File: src/rtl/ibs_port.sv
module ibs_port #(
  parameter int AW = 5,
  parameter int DW = 8
) (
  input  logic          clk,
  input  logic          rst,
  input  logic          sclk,
  input  logic          cs_n,
  input  logic          sdio_i,
  output logic          sdio_o,
  output logic          sdio_oe,
  output logic          sdo_o,
  output logic          sdo_oe,
  output logic [AW-1:0] rf_addr,
  output logic          rf_we,
  output logic [DW-1:0] rf_wdata,
  input  logic [DW-1:0] rf_rdata
);
  localparam int BW = $clog2(DW);

  logic [2:0]    sclk_q;
  logic [1:0]    cs_q, dio_q;
  logic [BW-1:0] bitcnt;
  logic [DW-1:0] shreg, tx;
  logic [1:0]    left;
  logic [AW-1:0] addr, wa;
  logic          phase, rd, mode, dout;

  always_ff @(posedge clk) begin
    if (rst) begin
      sclk_q <= '0;
      cs_q   <= '1;
      dio_q  <= '0;
    end else begin
      sclk_q <= {sclk_q[1:0], sclk};
      cs_q   <= {cs_q[0], cs_n};
      dio_q  <= {dio_q[0], sdio_i};
    end
  end

  wire           act  = ~cs_q[1];
  wire           rise = act & sclk_q[1] & ~sclk_q[2];
  wire           fall = act & ~sclk_q[1] & sclk_q[2];
  wire           done = rise & (bitcnt == BW'(DW - 1));
  wire [DW-1:0]  nxt  = {shreg[DW-2:0], dio_q[1]};

  always_ff @(posedge clk) begin
    if (rst) begin
      phase <= 1'b0; bitcnt <= '0; shreg <= '0; rd <= 1'b0; left <= '0;
      addr <= '0; wa <= '0; mode <= 1'b0; rf_we <= 1'b0; rf_wdata <= '0;
      tx <= '0; dout <= 1'b0;
    end else begin
      rf_we <= 1'b0;
      if (rise) begin
        shreg  <= nxt;
        bitcnt <= bitcnt + 1'b1;
      end
      if (done) begin
        if (!phase) begin
          rd    <= nxt[DW-1];
          left  <= nxt[DW-2 -: 2];
          addr  <= nxt[AW-1:0];
          phase <= 1'b1;
        end else begin
          if (!rd) begin
            rf_we    <= 1'b1;
            wa       <= addr;
            rf_wdata <= nxt;
            if (addr == '0) mode <= nxt[DW-1];
          end
          if (left == 2'd0) phase <= 1'b0;
          else left <= left - 1'b1;
          addr <= addr - 1'b1;
        end
      end
      if (fall && phase && rd) begin
        if (bitcnt == '0) begin
          dout <= rf_rdata[DW-1];
          tx   <= {rf_rdata[DW-2:0], 1'b0};
        end else begin
          dout <= tx[DW-1];
          tx   <= {tx[DW-2:0], 1'b0};
        end
      end
    end
  end

  wire oe = ~cs_n & phase & rd;
  assign sdio_oe = oe & ~mode;
  assign sdo_oe  = oe & mode;
  assign sdio_o  = dout;
  assign sdo_o   = dout;
  assign rf_addr = rf_we ? wa : addr;

  p_hold_r6: assert property (@(posedge clk) disable iff (rst)
    cs_q[1] |=> ($stable(bitcnt) && $stable(phase) && $stable(addr) && $stable(left)));
  p_we_dir_r2: assert property (@(posedge clk) disable iff (rst)
    rf_we |-> !rd);
  p_we_single_r2: assert property (@(posedge clk) disable iff (rst)
    rf_we |=> !rf_we);
  p_burst_step_r2: assert property (@(posedge clk) disable iff (rst)
    (done && phase && left != 2'd0) |=> (addr == AW'($past(addr) - 1'b1)));
  p_read_steady_r3: assert property (@(posedge clk) disable iff (rst)
    !fall |=> $stable(dout));
  p_reset_r8: assert property (@(posedge clk)
    $past(rst) |-> (!phase && bitcnt == '0 && !mode && !rf_we));
endmodule

File: config.mk
export PLATFORM = sky130hd
export DESIGN_NAME = ibs_port
export DESIGN_NICKNAME = d
export VERILOG_FILES = /design/src/rtl/ibs_port.sv
export SDC_FILE = /design/constraint.sdc
export NUM_CORES = 1
export LEC_CHECK = 0
export CORE_MARGIN = 2
export CORE_UTILIZATION = 56
export CTS_BUF_LIST = sky130_fd_sc_hd__clkbuf_4 sky130_fd_sc_hd__clkbuf_8
export DETAILED_ROUTE_END_ITERATION = 10
export HOLD_SLACK_MARGIN = 0.12
export MAX_ROUTING_LAYER = met4
export PLACE_DENSITY = 0.89
export SYNTH_ARGS = -nofsm -noshare
export SYNTH_HDL_FRONTEND = slang
export SYNTH_SLANG_ARGS = --single-unit
File: constraint.sdc
create_clock -name clk -period 1.95 [get_ports clk]
set_clock_uncertainty 0.15 [all_clocks]
set_input_delay 0.585 -clock clk [delete_from_list [all_inputs] [get_ports clk]]
set_output_delay 0.585 -clock clk [all_outputs]
set_load 0.02 [all_outputs]
==> results.json, run 1 <==
{
  "dp.cells": 312,
  "rsz0062_at_grt": "true",
  "maxCapViolCount": 0,
  "ctsHtreeMaxLevel": 2,
  "synthArstFlopShare_pct": 0,
  "tns_ns": -0.0142,
  "clkTransAtPathRegs_ns": 0.08,
  "min_path_cells": 1,
  "overflow": 0,
  "setup-violations-final": 1,
  "drt_iter0_drc": 144,
  "ff2ff_path_depth": 6,
  "gp_congestion": 0.839,
  "dieArea_um2": 4520,
  "route.detailed.drc": 0,
  "io_buffers": 30,
  "cpMaxStageDelayCell": "dfxtp_4",
  "violations": "negative setup slack",
  "setup_slack_ns": -0.0142,
  "outcome": "complete, but fails checks",
  "hpwl_mm": 3.15,
  "critPathMaxFanout": 8,
  "die_x_um": 67.2,
  "power_uw": 1690,
  "drive_gt1_share_pct": 20.4,
  "ant_nets": 0,
  "final_nets": 291,
  "ys_ff_latch": 49,
  "pin_count": 31,
  "synth_top_area_cell": "dfxtp_1",
  "fin_area_um2": 2710,
  "grt.total_usage_pct": 24.3,
  "synth_top_area_share_pct": 43.8,
  "top_layer": "met4",
  "grt_pass1_vias": 1733,
  "final_cells": 322,
  "final-max-slew-violation-count": 0,
  "arrival_ns": 1.23,
  "synth-edff-count": 0,
  "wl_mm": 4.78,
  "drt-wirelength-per-cell_um": 14.8,
  "syn-cell-area_um2": 2240,
  "m1WireLength_mm": 2.09,
  "crit_chain": "buf_6 -> mux2_4 -> buf_6",
  "crit_type": "reg -> out",
  "yosys_warnings": 0,
  "fmax_mhz": 509,
  "worst_pin_slew_ns": 0.526,
  "power_density_nw_per_um2": 622,
  "drt_pass1_iterations": 4,
  "grt_pass1_wl_mm": 8.01,
  "synth.distinct_cells": 41,
  "cts_made_buffers": 5,
  "rows": 22,
  "slowest_delay_ns": 0.39,
  "slew_headroom_pct": 64.9,
  "synth.area.top_cells": "dfxtp_1, mux2i_1, a21oi_1",
  "vdd_drop_max_uv": 544,
  "cts-root-buf": "clkbuf_8",
  "p_leak_uw": 0.00105,
  "post-synth-top-count-cell": "dfxtp_1",
  "vias": 1848,
  "placed_area_um2": 2630,
  "antenna_cells": 0,
  "met2_length_mm": 2.36,
  "worst_ep_required_time_ns": 1.21,
  "ys_seq_area_share_pct": 43.8,
  "clk_latency_ns": 0.30,
  "dieHeight_um": 67.2,
  "crit_top_cell": "buf_6",
  "hold_viol": 0,
  "viasPerCell": 5.74,
  "syn_inst": 238,
  "startpoint_type": "register",
  "core_area_um2": 3740,
  "antenna_found_initial": 0,
  "clock-sinks": 49,
  "post-route-period-util_pct": 101,
  "cp-end-kind": "output pin",
  "avgSynthCellArea_um2": 9.41,
  "hold_class": "reg -> reg",
  "initial_core_util_pct": 59.8,
  "postCtsHoldBufs": 0,
  "preCtsSetupSlack_ns": -0.655,
  "ys_dominant_reg_cell": "dfxtp_1",
  "synth_nets": 256,
  "yosys-top-cells-count": "dfxtp_1, a21oi_1, o21ai_0",
  "grt_max_degree": 30,
  "dr_wl_met3_um": 242,
  "clockBufferDepth": 2,
  "min_period_ns": 1.96,
  "syn_to_final_growth_pct": 21.1,
  "cts_tree": "done"
}
-- placed cells by master, fill, tap and decap left out, types with 2 or more instances in the layout --
cell type / count
nor3_1: 2
dfxtp_1: 48
clkbuf_4: 3
nand2b_1: 3
clkdlybuf4s50_1: 10
buf_6: 2
nor2b_1: 9
buf_4: 19
inv_1: 8
ha_1: 5
a21oi_1: 26
or2_2: 2
a211oi_2: 7
o31ai_1: 2
nor3b_1: 2
nand3_1: 14
buf_2: 2
buf_12: 2
a31oi_1: 3
nand3b_1: 3
clkbuf_8: 5
o21ai_0: 20
nor3b_2: 2
mux2i_1: 17
nand2_1: 8
nor2_1: 13
o21ai_1: 2
dlygate4sd2_1: 12
clkbuf_2: 2
-- final timing paths --
| path | from | end | slack [ns] |
|---|---|---|---|
| max | rf_we | rf_addr[4] | -0.01 |
| min | cs_q[0] | cs_q[1] | 0.26 |
| max reg2reg | bitcnt[0] | rf_wdata[6] | 0.11 |
| min reg2reg | cs_q[0] | cs_q[1] | 0.26 |
-- sequential cells by signal, indices dropped and copies added, names as in the netlist, 2 cells and up --
| register | cells |
|---|---|
| shreg | 7 |
| dio_q | 2 |
| sclk_q | 3 |
| left | 2 |
| rf_wdata | 8 |
| tx | 7 |
| cs_q | 2 |
| wa | 5 |
| addr | 5 |
| bitcnt | 3 |
-- timing repair --
action / in CTS / in global routing
setup buffers: 2 / 0
endpoints found under the setup margin: 19 / 7
gates resized for setup: 43 / 10
cloned: 0 / 0
-- kinds of logic (layout without fill, tap and decap cells) --
kind of cell	count (synthesis)	count (layout)	share of synthesized area, %
flip-flops	49	49	43.8
buffers and inverters	29	65	7.37
AO/OA/AOI/OAI	66	66	18.5
multiplexers	19	19	8.60
AND/OR/NAND/NOR	69	69	18.5
XOR/XNOR	1	1	0.391
adder cells (fa/ha/maj)	5	5	2.79
-- final cells by class --
class,count,area [um2]
clock buffer,8,91.3
fill,297,1030
inverter,8,30.0
multi-input combinational,160,1110
tap,48,60.1
timing repair buffer,49,430
sequential,49,985
-- layer usage --
layer	up-vias	track usage, %
met5	-	-
li1	900	-
met2	47	39.7
met4	0	7.14
met1	893	29.5
met3	8	6.33
-- worst max-delay path: cells and delay by family, from the launching register on --
family	cells	cell delay (ns)
DFF	1	0.39
muxes	1	0.29
buffers and inverters	2	0.24
-- power by group --
group | total [uW] | switching [uW] | internal (uW)
Clock | 607 | 310 | 297
Sequential | 1010 | 4.69 | 1000
Combinational | 70.5 | 32.1 | 38.4
Total | 1690 | 347 | 1340
-- per-stage QoR --
step	utilization, %	hold WS (ns)
2_1_floorplan	-	0.239
6_report	72.4	0.262
5_1_grt	72.4	0.287
3_3_place_gp	70.2	0.253
4_1_cts	72.5	0.263
3_5_place_dp	70.2	0.244
Note: power is estimated with default switching activity, not from simulation.
==> inputs of run 2 (changes only) <==
==> config.mk (replaced) <==
export PLATFORM = sky130hd
export DESIGN_NAME = ibs_port
export DESIGN_NICKNAME = d
export VERILOG_FILES = /design/src/rtl/ibs_port.sv
export SDC_FILE = /design/constraint.sdc
export NUM_CORES = 1
export LEC_CHECK = 0
export CAP_MARGIN = 20
export CORE_MARGIN = 2
export CORE_UTILIZATION = 54
export DETAILED_ROUTE_END_ITERATION = 10
export GPL_TIMING_DRIVEN = 0
export HOLD_SLACK_MARGIN = 0.12
export MAX_ROUTING_LAYER = met4
export PLACE_DENSITY = 0.87
export SYNTH_ARGS = -nofsm -noshare
export SYNTH_HDL_FRONTEND = slang
export SYNTH_SLANG_ARGS = --single-unit
==> run 2 against run 1 <==
Net effect: the flow now finishes without violations; maximum frequency rose by 1.1%; combinational power fell by 2%; register-to-register slack improved by 0.06 ns; sequential power barely moved; sequential share of layout area rose by 0.25 points; critical path type unchanged; largest cell class unchanged.
==> results.json, run 2 (synthesis results as in run 1) <==
{
  "postCtsHoldBufs": 0,
  "reg2reg_slack_ns": 0.17,
  "overflow": 0,
  "reg2reg_from": "addr[0]",
  "core_area_um2": 4000,
  "gp_congestion": 0.876,
  "grt_pass1_vias": 1673,
  "io_buffers": 30,
  "largest_register_ffs": 8,
  "multiInputGateArea_um2": 1120,
  "crit_type": "reg -> out",
  "drive_gt1_share_pct": 19.6,
  "worst_pin_slew_ns": 0.629,
  "clk_latency_ns": 0.31,
  "layout_commonest_cell": "dfxtp_1",
  "layout_common_cells": "dfxtp_1, a21oi_1, o21ai_0",
  "syn_to_final_growth_pct": 20.8,
  "worstHoldStart": "cs_q[0]",
  "viasPerCell": 5.61,
  "grt_max_degree": 17,
  "slew_headroom_pct": 58.0,
  "top_register": "rf_wdata",
  "reg_top3": "rf_wdata x8, shreg x7, tx x7",
  "min_path_cells": 1,
  "outcome": "finished clean",
  "grt_pass1_wl_mm": 7.71,
  "ctsHtreeMaxLevel": 2,
  "fin_hold_ws_ns": 0.265,
  "fin_area_um2": 2710,
  "vias": 1824,
  "fmax_mhz": 515,
  "cpMaxStageDelayCell": "dfxtp_2",
  "final-max-slew-violation-count": 0,
  "worst_ep_required_time_ns": 1.21,
  "p_leak_uw": 0.00104,
  "pin_count": 31,
  "die_x_um": 68.4,
  "wl_mm": 4.70,
  "cts-root-buf": "clkbuf_8",
  "power_density_nw_per_um2": 621,
  "rsz0062_at_grt": "true",
  "fill_cells": 329,
  "clkTransAtPathRegs_ns": 0.09,
  "cts_tree": "done",
  "placed_area_um2": 2610,
  "rows": 23,
  "setup-violations-final": 0,
  "startpoint_type": "register",
  "grt.total_usage_pct": 22.8,
  "holdPathEnd": "cs_q[1]",
  "cp-end-kind": "output pin",
  "route.detailed.drc": 0,
  "clock-sinks": 49,
  "ant_nets": 0,
  "hpwl_mm": 3.27,
  "crit_chain": "buf_8 -> mux2_4 -> buf_6",
  "antenna_cells": 0,
  "crit_buf_inv": 2,
  "clockBufferDepth": 2,
  "post-route-period-util_pct": 99.6,
  "drt_iter0_drc": 135,
  "final_nets": 292,
  "initial_core_util_pct": 56.0,
  "drt-wirelength-per-cell_um": 14.5,
  "min_period_ns": 1.94,
  "drt_pass1_iterations": 4,
  "vdd_drop_max_uv": 528,
  "cp_top_family": "flip-flops",
  "dieHeight_um": 68.4,
  "maxCapViolCount": 0,
  "slowest_delay_ns": 0.35,
  "regArea_um2": 990,
  "antenna_found_initial": 0,
  "arrival_ns": 1.21,
  "hold_viol": 0,
  "r2r-end": "mode",
  "critPathMaxFanout": 8,
  "ff2ff_path_depth": 5,
  "hold_class": "reg -> reg",
  "dieArea_um2": 4680,
  "cts_made_buffers": 5
}
run 2: cell types whose count changed in the layout (fill, tap and decap cells not counted), moves of 3 or more:
cell / delta
buf_4: -14
buf_6: +4
clkbuf_1: +5
clkbuf_2: +3
clkbuf_4: -3
dfxtp_1: -4
dfxtp_2: +4
run 2: cell type report:
cell class | count | share of cell area [%]
buffer | 19 | 5.13
inverter | 8 | 1.11
multi-input combinational | 160 | 41.3
clock inverter | 3 | 0.786
tap | 50 | 2.31
clock buffer | 5 | 2.54
timing repair buffer | 31 | 10.2
sequential | 49 | 36.6
run 2: worst max-delay path by stage:
stage                      from    endpoint  cells after the start
after floorplan           phase      sdo_oe                      4
after CTS                 rf_we  rf_addr[4]                      3
after global routing      rf_we  rf_addr[4]                      3
after global placement     cs_n      sdo_oe                      3
final                     rf_we  rf_addr[4]                      3
after detailed placement   cs_n      sdo_oe                      3
run 2: where the power goes:
part	switching, uW	total [uW]	internal (uW)
clock	347	601	255
sequential	4.21	1010	1000
combinational	34.2	69.3	35.1
run 2: repair_timing:
action | in CTS | in global routing
pin swaps | 0 | 2
resized for setup | 62 | 8
setup buffers | 1 | 0
endpoints found under the setup margin | 38 | 6
run 2: stage by stage:
step,setup TNS [ns],std cells,worst slack (ns),util [%],total power [uW]
final,0,325,0.00708,67.7,1680
after global routing,-0.0746,325,-0.0370,67.7,1740
after CTS,-0.0460,326,-0.0230,68.0,1700
after detailed placement,-15.03,318,-0.643,65.3,1100
after global placement,-14.58,318,-0.633,65.3,1100
after floorplan,0,238,0.0842,-,1070
run 2: metal layers:
metal | vias up | wire, um | track usage (%)
met1 | 852 | 2220 | 31.0
met2 | 51 | 2150 | 32.7
met5 | - | 0 | -
met3 | 10 | 250 | 4.44
li1 | 911 | - | -
met4 | 0 | 86 | 10.0
==> inputs of run 3 (changes only) <==
--- a/config.mk
+++ b/config.mk
@@ -5,7 +5,6 @@
 export SDC_FILE = /design/constraint.sdc
 export NUM_CORES = 1
 export LEC_CHECK = 0
-export CAP_MARGIN = 20
 export CORE_MARGIN = 2
 export CORE_UTILIZATION = 54
 export DETAILED_ROUTE_END_ITERATION = 10
==> results of run 3 <==
The final DEF is identical to that of run 2; final timing and power are the same.
